$ cat src/rtl/mspi_pkg.sv
package mspi_pkg;

   // global register byte offsets
   localparam int unsigned OFS_REV     = 'h00;
   localparam int unsigned OFS_SYSCFG  = 'h10;
   localparam int unsigned OFS_SYSSTAT = 'h14;
   localparam int unsigned OFS_MODCTL  = 'h28;

   // channel bank placement
   localparam int unsigned BANK_BASE   = 'h2C;
   localparam int unsigned BANK_STRIDE = 'h14;

   // byte offsets inside a bank
   localparam int unsigned BK_CFG  = 'h00;
   localparam int unsigned BK_STAT = 'h04;
   localparam int unsigned BK_CTRL = 'h08;
   localparam int unsigned BK_TX   = 'h0C;
   localparam int unsigned BK_RX   = 'h10;

   // channel configuration word, bit 20 down to bit 0
   typedef struct packed {
      logic       force_cs;   // 20
      logic       turbo;      // 19
      logic       in_sel;     // 18
      logic       dpe1;       // 17
      logic       dpe0;       // 16
      logic       dma_rd_en;  // 15
      logic       dma_wr_en;  // 14
      logic [1:0] xfer_mode;  // 13:12
      logic [4:0] wlen_m1;    // 11:7
      logic       cs_low;     // 6
      logic [3:0] clk_div;    // 5:2
      logic       cpol;       // 1
      logic       cpha;       // 0
   } chan_cfg_t;

   localparam int unsigned CFG_W = $bits(chan_cfg_t);

endpackage

$ cat src/rtl/mspi_sysctl.sv
module mspi_sysctl
   import mspi_pkg::*;
#(
   parameter int unsigned ADDR_W     = 8,
   parameter int unsigned DATA_W     = 32,
   parameter int unsigned RST_CYCLES = 8,
   parameter logic [31:0] REVISION   = 32'h0000_0021
) (
   input  logic              clk,
   input  logic              rst_n,
   input  logic              bus_wr,
   input  logic [ADDR_W-1:0] bus_addr,
   input  logic [3:0]        bus_wbits,
   output logic [DATA_W-1:0] rdata,
   output logic              busy,
   output logic              rst_done,
   output logic              mod_single,
   output logic              mod_slave,
   output logic              mod_systest
);

   localparam int unsigned CNT_W = $clog2(RST_CYCLES + 1);

   logic [CNT_W-1:0] cnt;
   logic             sel_syscfg, sel_modctl;

   assign sel_syscfg = (bus_addr == ADDR_W'(OFS_SYSCFG));
   assign sel_modctl = (bus_addr == ADDR_W'(OFS_MODCTL));
   assign busy       = (cnt != '0);

   always_ff @(posedge clk or negedge rst_n) begin
      if (!rst_n) begin
         cnt         <= '0;
         rst_done    <= 1'b1;
         mod_single  <= 1'b0;
         mod_slave   <= 1'b1;
         mod_systest <= 1'b0;
      end else if (busy) begin
         cnt         <= cnt - 1'b1;
         mod_single  <= 1'b0;
         mod_slave   <= 1'b1;
         mod_systest <= 1'b0;
         if (cnt == CNT_W'(1)) rst_done <= 1'b1;
      end else if (bus_wr && sel_syscfg && bus_wbits[1]) begin
         cnt      <= CNT_W'(RST_CYCLES);
         rst_done <= 1'b0;
      end else if (bus_wr && sel_modctl) begin
         mod_single  <= bus_wbits[0];
         mod_slave   <= bus_wbits[2];
         mod_systest <= bus_wbits[3];
      end
   end

   always_comb begin
      rdata = '0;
      case (bus_addr)
         ADDR_W'(OFS_REV):     rdata = DATA_W'(REVISION);
         ADDR_W'(OFS_SYSCFG):  rdata = DATA_W'({busy, 1'b0});
         ADDR_W'(OFS_SYSSTAT): rdata = DATA_W'(rst_done);
         ADDR_W'(OFS_MODCTL):  rdata = DATA_W'({mod_systest, mod_slave, 1'b0, mod_single});
         default:              rdata = '0;
      endcase
   end

endmodule

$ cat src/rtl/mspi_chan.sv
module mspi_chan
   import mspi_pkg::*;
#(
   parameter int unsigned ADDR_W = 8,
   parameter int unsigned DATA_W = 32,
   parameter int unsigned BASE   = BANK_BASE
) (
   input  logic              clk,
   input  logic              rst_n,
   input  logic              clr,
   input  logic              bus_wr,
   input  logic              bus_rd,
   input  logic [ADDR_W-1:0] bus_addr,
   input  logic [DATA_W-1:0] bus_wdata,
   output logic [DATA_W-1:0] rdata,
   input  logic              tx_take,
   input  logic              rx_load,
   input  logic [DATA_W-1:0] rx_word,
   input  logic              eot_in,
   output logic              en,
   output logic              cpha,
   output logic              cpol,
   output logic [3:0]        clk_div,
   output logic [4:0]        wlen_m1,
   output logic [1:0]        xfer_mode,
   output logic [DATA_W-1:0] tx_word,
   output logic              cs_pin,
   output logic              dma_wr_req,
   output logic              dma_rd_req
);

   chan_cfg_t         cfg;
   logic [DATA_W-1:0] rx_hold;
   logic              rx_full, tx_empty, eot_flag;
   logic [ADDR_W-1:0] rel;
   logic              s_cfg, s_stat, s_ctrl, s_tx, s_rx;
   logic              w_ok;

   // offset inside this bank; addresses below the base wrap above the stride
   assign rel    = bus_addr - ADDR_W'(BASE);
   assign s_cfg  = (rel == ADDR_W'(BK_CFG));
   assign s_stat = (rel == ADDR_W'(BK_STAT));
   assign s_ctrl = (rel == ADDR_W'(BK_CTRL));
   assign s_tx   = (rel == ADDR_W'(BK_TX));
   assign s_rx   = (rel == ADDR_W'(BK_RX));
   assign w_ok   = bus_wr && !clr;

   always_ff @(posedge clk or negedge rst_n) begin
      if (!rst_n) begin
         cfg      <= '0;
         en       <= 1'b0;
         tx_word  <= '0;
         rx_hold  <= '0;
         rx_full  <= 1'b0;
         tx_empty <= 1'b1;
         eot_flag <= 1'b0;
      end else if (clr) begin
         cfg      <= '0;
         en       <= 1'b0;
         tx_word  <= '0;
         rx_hold  <= '0;
         rx_full  <= 1'b0;
         tx_empty <= 1'b1;
         eot_flag <= 1'b0;
      end else begin
         if (w_ok && s_cfg)  cfg <= chan_cfg_t'(bus_wdata[CFG_W-1:0]);
         if (w_ok && s_ctrl) en  <= bus_wdata[0];
         if (w_ok && s_tx) begin
            tx_word  <= bus_wdata;
            tx_empty <= 1'b0;
            eot_flag <= 1'b0;
         end else begin
            if (tx_take) tx_empty <= 1'b1;
            if (eot_in)  eot_flag <= 1'b1;
         end
         if (rx_load) begin
            rx_hold <= rx_word;
            rx_full <= 1'b1;
         end else if (bus_rd && s_rx) begin
            rx_full <= 1'b0;
         end
      end
   end

   always_comb begin
      rdata = '0;
      if (s_cfg)  rdata = DATA_W'(cfg);
      if (s_stat) rdata = DATA_W'({eot_flag, tx_empty, rx_full});
      if (s_ctrl) rdata = DATA_W'(en);
      if (s_tx)   rdata = tx_word;
      if (s_rx)   rdata = rx_hold;
   end

   assign cpha       = cfg.cpha;
   assign cpol       = cfg.cpol;
   assign clk_div    = cfg.clk_div;
   assign wlen_m1    = cfg.wlen_m1;
   assign xfer_mode  = cfg.xfer_mode;
   assign cs_pin     = cfg.force_cs ^ cfg.cs_low;
   assign dma_wr_req = cfg.dma_wr_en & tx_empty & en;
   assign dma_rd_req = cfg.dma_rd_en & rx_full & en;

endmodule

$ cat src/rtl/mspi_regfile.sv
module mspi_regfile
   import mspi_pkg::*;
#(
   parameter int unsigned NUM_CH     = 4,
   parameter int unsigned ADDR_W     = 8,
   parameter int unsigned DATA_W     = 32,
   parameter int unsigned RST_CYCLES = 8,
   parameter logic [31:0] REVISION   = 32'h0000_0021
) (
   input  logic                     clk,
   input  logic                     rst_n,
   input  logic                     bus_wr,
   input  logic                     bus_rd,
   input  logic [ADDR_W-1:0]        bus_addr,
   input  logic [DATA_W-1:0]        bus_wdata,
   output logic [DATA_W-1:0]        bus_rdata,
   output logic                     mod_single,
   output logic                     mod_slave,
   output logic                     mod_systest,
   output logic [NUM_CH-1:0]        eng_en,
   output logic [NUM_CH-1:0]        eng_cpha,
   output logic [NUM_CH-1:0]        eng_cpol,
   output logic [4*NUM_CH-1:0]      eng_clk_div,
   output logic [5*NUM_CH-1:0]      eng_wlen_m1,
   output logic [2*NUM_CH-1:0]      eng_xfer_mode,
   output logic [DATA_W*NUM_CH-1:0] eng_tx_data,
   input  logic [NUM_CH-1:0]        eng_tx_take,
   input  logic [NUM_CH-1:0]        eng_rx_load,
   input  logic [DATA_W*NUM_CH-1:0] eng_rx_data,
   input  logic [NUM_CH-1:0]        eng_eot,
   output logic [NUM_CH-1:0]        cs_pin,
   output logic [NUM_CH-1:0]        dma_wr_req,
   output logic [NUM_CH-1:0]        dma_rd_req
);

   localparam longint unsigned MAP_END = longint'(BANK_BASE) + longint'(NUM_CH) * longint'(BANK_STRIDE);

   initial begin : p_param_check
      assert (NUM_CH >= 1 && NUM_CH <= 16) else $fatal(1, "NUM_CH out of range");
      assert (ADDR_W >= 6 && ADDR_W <= 30) else $fatal(1, "ADDR_W out of range");
      assert (MAP_END <= (64'd1 << ADDR_W)) else $fatal(1, "banks exceed address space");
      assert (DATA_W >= 32) else $fatal(1, "DATA_W must hold a full register");
      assert (RST_CYCLES >= 1) else $fatal(1, "RST_CYCLES must be nonzero");
   end

   logic              soft_busy, rst_done;
   logic [DATA_W-1:0] sys_rdata;
   logic [DATA_W-1:0] ch_rdata [NUM_CH];

   mspi_sysctl #(
      .ADDR_W(ADDR_W), .DATA_W(DATA_W), .RST_CYCLES(RST_CYCLES), .REVISION(REVISION)
   ) u_sys (
      .clk(clk), .rst_n(rst_n), .bus_wr(bus_wr), .bus_addr(bus_addr),
      .bus_wbits(bus_wdata[3:0]), .rdata(sys_rdata), .busy(soft_busy),
      .rst_done(rst_done), .mod_single(mod_single), .mod_slave(mod_slave),
      .mod_systest(mod_systest)
   );

   for (genvar i = 0; i < NUM_CH; i++) begin : g_ch
      mspi_chan #(
         .ADDR_W(ADDR_W), .DATA_W(DATA_W), .BASE(BANK_BASE + i * BANK_STRIDE)
      ) u_chan (
         .clk(clk), .rst_n(rst_n), .clr(soft_busy),
         .bus_wr(bus_wr), .bus_rd(bus_rd), .bus_addr(bus_addr), .bus_wdata(bus_wdata),
         .rdata(ch_rdata[i]),
         .tx_take(eng_tx_take[i]), .rx_load(eng_rx_load[i]),
         .rx_word(eng_rx_data[i*DATA_W +: DATA_W]), .eot_in(eng_eot[i]),
         .en(eng_en[i]), .cpha(eng_cpha[i]), .cpol(eng_cpol[i]),
         .clk_div(eng_clk_div[i*4 +: 4]), .wlen_m1(eng_wlen_m1[i*5 +: 5]),
         .xfer_mode(eng_xfer_mode[i*2 +: 2]), .tx_word(eng_tx_data[i*DATA_W +: DATA_W]),
         .cs_pin(cs_pin[i]), .dma_wr_req(dma_wr_req[i]), .dma_rd_req(dma_rd_req[i])
      );
   end

   always_comb begin
      bus_rdata = sys_rdata;
      for (int i = 0; i < NUM_CH; i++) bus_rdata = bus_rdata | ch_rdata[i];
   end

endmodule

$ cat config.mk
export PLATFORM = sky130hd
export DESIGN_NAME = mspi_regfile
export DESIGN_NICKNAME = d
export VERILOG_FILES = /design/src/rtl/mspi_pkg.sv /design/src/rtl/mspi_sysctl.sv /design/src/rtl/mspi_chan.sv /design/src/rtl/mspi_regfile.sv
export SDC_FILE = /design/constraint.sdc
export NUM_CORES = 1
export LEC_CHECK = 0
export BUFFER_PORTS_ARGS = -buffer_cell sky130_fd_sc_hd__buf_2
export CAP_MARGIN = 15
export CORE_MARGIN = 2
export CORE_UTILIZATION = 50
export DETAILED_ROUTE_END_ITERATION = 16
export PLACE_DENSITY = 0.83
export SLEW_MARGIN = 10
export SYNTH_ARGS = -nofsm -noshare
export SYNTH_HDL_FRONTEND = slang
export SYNTH_SLANG_ARGS = --single-unit
$ cat constraint.sdc
create_clock -name clk -period 4.9 [get_ports clk]
set_input_delay 0.98 -clock clk [delete_from_list [all_inputs] [get_ports clk]]
set_output_delay 0.98 -clock clk [all_outputs]
set_load 0.05 [all_outputs]
# Word-level counts from Yosys, hierarchy flattened
# Index checks and enable logic that the tools add are counted.
# totals
wordCells,294
input_bits,184
register_bits,364
out_inout_bits,231
# classes
muxes,103
reduce_logical,59
eq_ne,22
add_sub_neg,5
bitwise,24
# ops
operator,n
2-to-1 mux 32 bit,24
2-to-1 mux 21 bit,20
OR 32 bit,4
"== test 8 x 4 -> 1 bit, second input constant",8
2-to-1 mux 1 bit,56
"== test 8 x 5 -> 1 bit, second input constant",6
zero test 8 bit,5
nonzero test 2 bit,18
nonzero test 3 bit,12
"== test 8 x 3 -> 1 bit, second input constant",4
one-hot mux 6 bit (4 select lines),1
"subtractor 8 x 7 -> 8 bit, second input constant",3
logical AND 1 bit,20
bitwise AND 1 bit,16
"== test 8 x 6 -> 1 bit, second input constant",1
2-to-1 mux 4 bit,2
"subtractor 8 x 6 -> 8 bit, second input constant",1
"== test 4 x 1 -> 1 bit, second input constant",1
AND reduction 2 bit,2
nonzero test 4 bit,1
"subtractor 4 x 1 -> 4 bit, second input constant",1
XOR 1 bit,4
"inequality test 2 x 1 -> 1 bit, second input constant",1
"inequality test 2 bit, second input constant",1
zero test 1 bit,1

# Logic depth before layout (Yosys ltp)
# logic_depth
ltp_word,11
mapped_depth,12
depth_no_buf,8

# Modules after synthesis
# From an unflattened synthesis, not the netlist that was laid out.
# unflattened
hier_cells,1927
hier_area_um2,19329.8
# modules_own_cells
module,cells_per_inst,seq_area_each_um2,area_per_inst_um2,n_inst
mspi_chan at g_ch[3].u_chan,487,2228.4,4921.0,1
mspi_chan at g_ch[1].u_chan,423,2228.4,4712.0,1
mspi_chan at g_ch[0].u_chan,434,2228.4,4370.4,1
mspi_chan at g_ch[2].u_chan,409,2228.4,4247.8,1
mspi_sysctl,78,202.7,678.2,1
mspi_regfile,96,0.0,400.4,1

# Least setup slack after synthesis
# Ideal clock, no wire load.
# synth_path
path_kind,input to output
startpoint,in bus_addr[3]
endpoint,out bus_rdata[18]
path_slack_ps,419
cell_stages,11
path_buffers,4
required_ps,3920
arrival_ps,3501
path_cell_list,buf_2 -> clkbuf_1 -> inv_1 -> ha_1 -> a21o_1 -> a211o_1 -> a21boi_1 -> buf_2 -> buf_2 -> a22oi_1 -> nand4_1
# synth_via
elab_chain_cells,11
elab_cells_between_ends,48
cone_classes,add/sub (4); eq/ne (16); mux (20); bitwise (4); reduce/logical (4)
# synth_lines
element,line,source
"start, declared",mspi_regfile.sv:14,"input logic [ADDR_W-1:0] bus_addr,"
subtractor 8 x 6 -> 8 bit,mspi_chan.sv:40,assign rel = bus_addr - ADDR_W'(BASE);
zero test 8 bit,mspi_chan.sv:41,assign s_cfg = (rel == ADDR_W'(BK_CFG));
2-to-1 mux 21 bit,mspi_chan.sv:87,if (s_cfg) rdata = DATA_W'(cfg);
2-to-1 mux 21 bit,mspi_chan.sv:88,"if (s_stat) rdata = DATA_W'({eot_flag, tx_empty, rx_full});"
2-to-1 mux 21 bit,mspi_chan.sv:89,if (s_ctrl) rdata = DATA_W'(en);
2-to-1 mux 32 bit,mspi_chan.sv:90,if (s_tx) rdata = tx_word;
2-to-1 mux 32 bit,mspi_chan.sv:91,if (s_rx) rdata = rx_hold;
OR 32 bit (3 in a row),mspi_regfile.sv:77,for (int i = 0; i < NUM_CH; i++) bus_rdata = bus_rdata | ch_rdata[i];
OR 32 bit *,mspi_regfile.sv:77,
"end, declared",mspi_regfile.sv:16,"output logic [DATA_W-1:0] bus_rdata,"
# Every way passes the cells marked *; elsewhere a longest branch is shown, timed or not.

# Worst setup path in the final report
# layout_path
startpoint,in bus_addr[3]
endpoint,out bus_rdata[14]
# Same word-level chain as after synthesis.

==> results.json <==
{
  "timing.critical_path.from_type": "input pin",
  "yosys.area.top_type_share": 0.496,
  "power_per_cell_area_nw_per_um2": 333,
  "setup.worst_path.end": "bus_rdata[14]",
  "postSynth.topFlopCell": "sky130_fd_sc_hd__dfrtp_1",
  "r2r-end": "g_ch[2].u_chan.tx_word[30]",
  "cts_setup_buffers": 0,
  "areaGrowthSynthToFinish_pct": 18.9,
  "maxClockFrequency_mhz": 216,
  "tns_ns": 0,
  "final_max_slew_viol_count": 0,
  "antenna_left": 0,
  "number_of_violations_reported_at_the_end_of_detailed_routing_iteration_0": 1767,
  "cts.reportedPaths.clkPinSlew_ns": 0.06,
  "preCtsSetupSlack_ns": 0.376,
  "via_count_of_the_first_global_routing_pass": 17000,
  "synth.largest_area_cell": "sky130_fd_sc_hd__dfrtp_1",
  "track_usage": 0.369,
  "drc_errors": 0,
  "synthTopCellsByArea": "sky130_fd_sc_hd__dfrtp_1 50%, sky130_fd_sc_hd__nand2_1 10%, sky130_fd_sc_hd__mux2i_1 7.9%",
  "max_cap_violations": 0,
  "netlist-cell-type-count": 63,
  "syn-cell-area_um2": 18100,
  "max_slew.worst_pin.slew_ns": 1.16,
  "fin_nets": 2446,
  "cts_tree": "yes",
  "gp_routability_congestion": 1.02,
  "worst_setup_path_startpoint": "bus_addr[3]",
  "cp_data_required_time_ns": 3.92,
  "avgViaCountPerCell": 6.18,
  "filler_cell_count": 3051,
  "fin_cells": 2749,
  "final-hold-violation-count": 0,
  "setup_viol": 0,
  "synth_cells": 1974,
  "fin_skew_ns": 0.0163,
  "drt-wirelength-per-cell_um": 25.5,
  "yosys_warnings": 0,
  "gr-total-overflow": 0,
  "grt_max_degree": 122,
  "timing.critical_path.arrival_ns": 3.64,
  "io_pins": 415,
  "total_power_mw": 7.15,
  "die_area_um2": 37700,
  "critical_path_class": "in2out",
  "reg2reg_depth": 8,
  "rows": 69,
  "avgSynthCellArea_um2": 9.15,
  "cts_num_sinks": 364,
  "ctsHtreeMaxLevel": 2,
  "routed_wirelength_um": 70100,
  "ys_async_sr_fraction": 1.00,
  "final_core_utilization": 0.604,
  "syn-num-nets": 2164,
  "layout-drive-gt1-share": 0.259,
  "holdCritPathClass": "reg2reg",
  "core_um2": 35600,
  "detailed_place_hpwl_um": 49800,
  "portBuffers": 414,
  "final_critical_path_setup_slack_ns": 0.279,
  "insertion_delay_ns": 0.54,
  "synth_edf_count": 0,
  "critPathMaxFanout": 17,
  "grt_antenna_before_repair": 12,
  "worstSetupEndpointType": "output port",
  "grt_first_pass_wirelength_um": 106000,
  "rsz0062_at_grt": "false",
  "final.min_clock_period_ns": 4.62,
  "clock_path_buffers": 3,
  "num_vias": 17000,
  "ir_worst_vdd_mv": 0.301,
  "die_h_um": 194,
  "relSlewSlack": 0.229,
  "clock-root-buffer": "sky130_fd_sc_hd__clkbuf_16",
  "postSynthRegisterBits": 364,
  "cts_resized": 0,
  "die_width_um": 194,
  "rrSetupSlack_ns": 1.65,
  "placed_cells": 2675,
  "postCtsHoldBufs": 0,
  "numCtsBuffers": 40,
  "yosysSeqAreaShare": 0.505,
  "detailedRoute.firstPassIterationCount": 6,
  "result_of_the_run": "finished clean",
  "critical_path.reg2reg.startpoint": "u_sys.cnt[0]",
  "starting_utilization_of_the_core_area": 0.508,
  "total_leakage_power_nw": 10.4,
  "timing.final.crit_share": 0.943
}
==> synthesized netlist by cell type, types with 29 or more instances <==
cell type,count
sky130_fd_sc_hd__a21oi_1,100
sky130_fd_sc_hd__a221oi_1,34
sky130_fd_sc_hd__a22oi_1,56
sky130_fd_sc_hd__buf_2,49
sky130_fd_sc_hd__buf_4,69
sky130_fd_sc_hd__clkbuf_1,100
sky130_fd_sc_hd__dfrtp_1,358
sky130_fd_sc_hd__mux2i_1,142
sky130_fd_sc_hd__nand2_1,484
sky130_fd_sc_hd__nand3_1,29
sky130_fd_sc_hd__nor2_1,171
sky130_fd_sc_hd__o21ai_0,143
==> layout make-up <==
type,count,area (µm²),area share
multi-input combinational,1364,7780,0.362
sequential,364,9120,0.424
tap,461,577,0.0269
clock buffer,61,1220,0.0568
antenna,3,7.51,0.000349
clock inverter,10,57.6,0.00268
timing repair buffer,477,2690,0.125
inverter,9,33.8,0.00157
==> power breakdown <==
part	leakage, nW	switching [mW]	internal, mW
sequential	5.05	0.107	3.14
combinational	4.76	0.700	0.243
clock	0.641	1.24	1.72
==> worst max-delay path, cell delays in order <==
cell and delay [ns]:
sky130_fd_sc_hd__buf_2 0.30, sky130_fd_sc_hd__inv_1 0.13, sky130_fd_sc_hd__ha_1 0.21, sky130_fd_sc_hd__a21o_1 0.26, sky130_fd_sc_hd__a211o_1 0.37, sky130_fd_sc_hd__a21boi_4 0.63
sky130_fd_sc_hd__buf_4 0.26, sky130_fd_sc_hd__a22oi_1 0.09, sky130_fd_sc_hd__nand4_1 0.10, sky130_fd_sc_hd__buf_2 0.28
==> worst min-delay path by stage <==
stage                                   start                         to  cells after the start  slack [ns]
finish                         u_sys.rst_done             u_sys.rst_done                      2        0.51
global route        g_ch[3].u_chan.rx_hold[1]  g_ch[3].u_chan.rx_hold[1]                      2        0.54
CTS                            u_sys.rst_done             u_sys.rst_done                      2        0.51
detailed placement             u_sys.rst_done             u_sys.rst_done                      2        0.50
global placement               u_sys.rst_done             u_sys.rst_done                      2        0.49
floorplan                      u_sys.rst_done             u_sys.rst_done                      2        0.48
==> layout by cell type, fill, tap and decap left out, types with 23 or more instances in the layout <==
cell and count:
sky130_fd_sc_hd__nand2_1 484, sky130_fd_sc_hd__a22oi_1 56, sky130_fd_sc_hd__nor2_1 171, sky130_fd_sc_hd__dfrtp_1 358, sky130_fd_sc_hd__a22o_1 23, sky130_fd_sc_hd__a21oi_1 100, sky130_fd_sc_hd__mux2i_1 142, sky130_fd_sc_hd__buf_2 408
sky130_fd_sc_hd__buf_4 58, sky130_fd_sc_hd__o21ai_0 143, sky130_fd_sc_hd__a221oi_1 34, sky130_fd_sc_hd__nand3_1 28, sky130_fd_sc_hd__clkbuf_16 41
==> metrics by stage <==
step                area [µm²]  hold WS, ns
floorplan                18100        0.476
global placement         20200        0.494
detailed placement       20200        0.495
CTS                      21500        0.506
global route             21500        0.537
finish                   21500        0.508
==> registers in the layout, indices dropped and copies added, names as in the netlist, 8 cells and up <==
register               count
g_ch.u_chan.xfer_mode      8
g_ch.u_chan.cfg           32
g_ch.u_chan.rx_hold      128
g_ch.u_chan.tx_word      128
g_ch.u_chan.wlen_m1       20
g_ch.u_chan.clk_div       16
==> cells by family after synthesis <==
kind of cell,after synthesis,synth area share
AND/OR/NAND/NOR,770,0.177
AO/OA/AOI/OAI,419,0.146
flip-flops,364,0.505
buffers and inverters,246,0.0706
multiplexers,165,0.0949
adder cells (fa/ha/maj),6,0.00416
XOR/XNOR,4,0.00194
==> layer usage <==
layer | wire length (µm) | GRT usage | vias up
li1 | - | - | 7304
met1 | 25000 | 0.454 | 8192
met2 | 32300 | 0.585 | 1214
met3 | 8070 | 0.100 | 260
met4 | 4670 | 0.217 | 20
met5 | 122 | 0 | -
No activity file was read; power rests on OpenSTA's default activity.
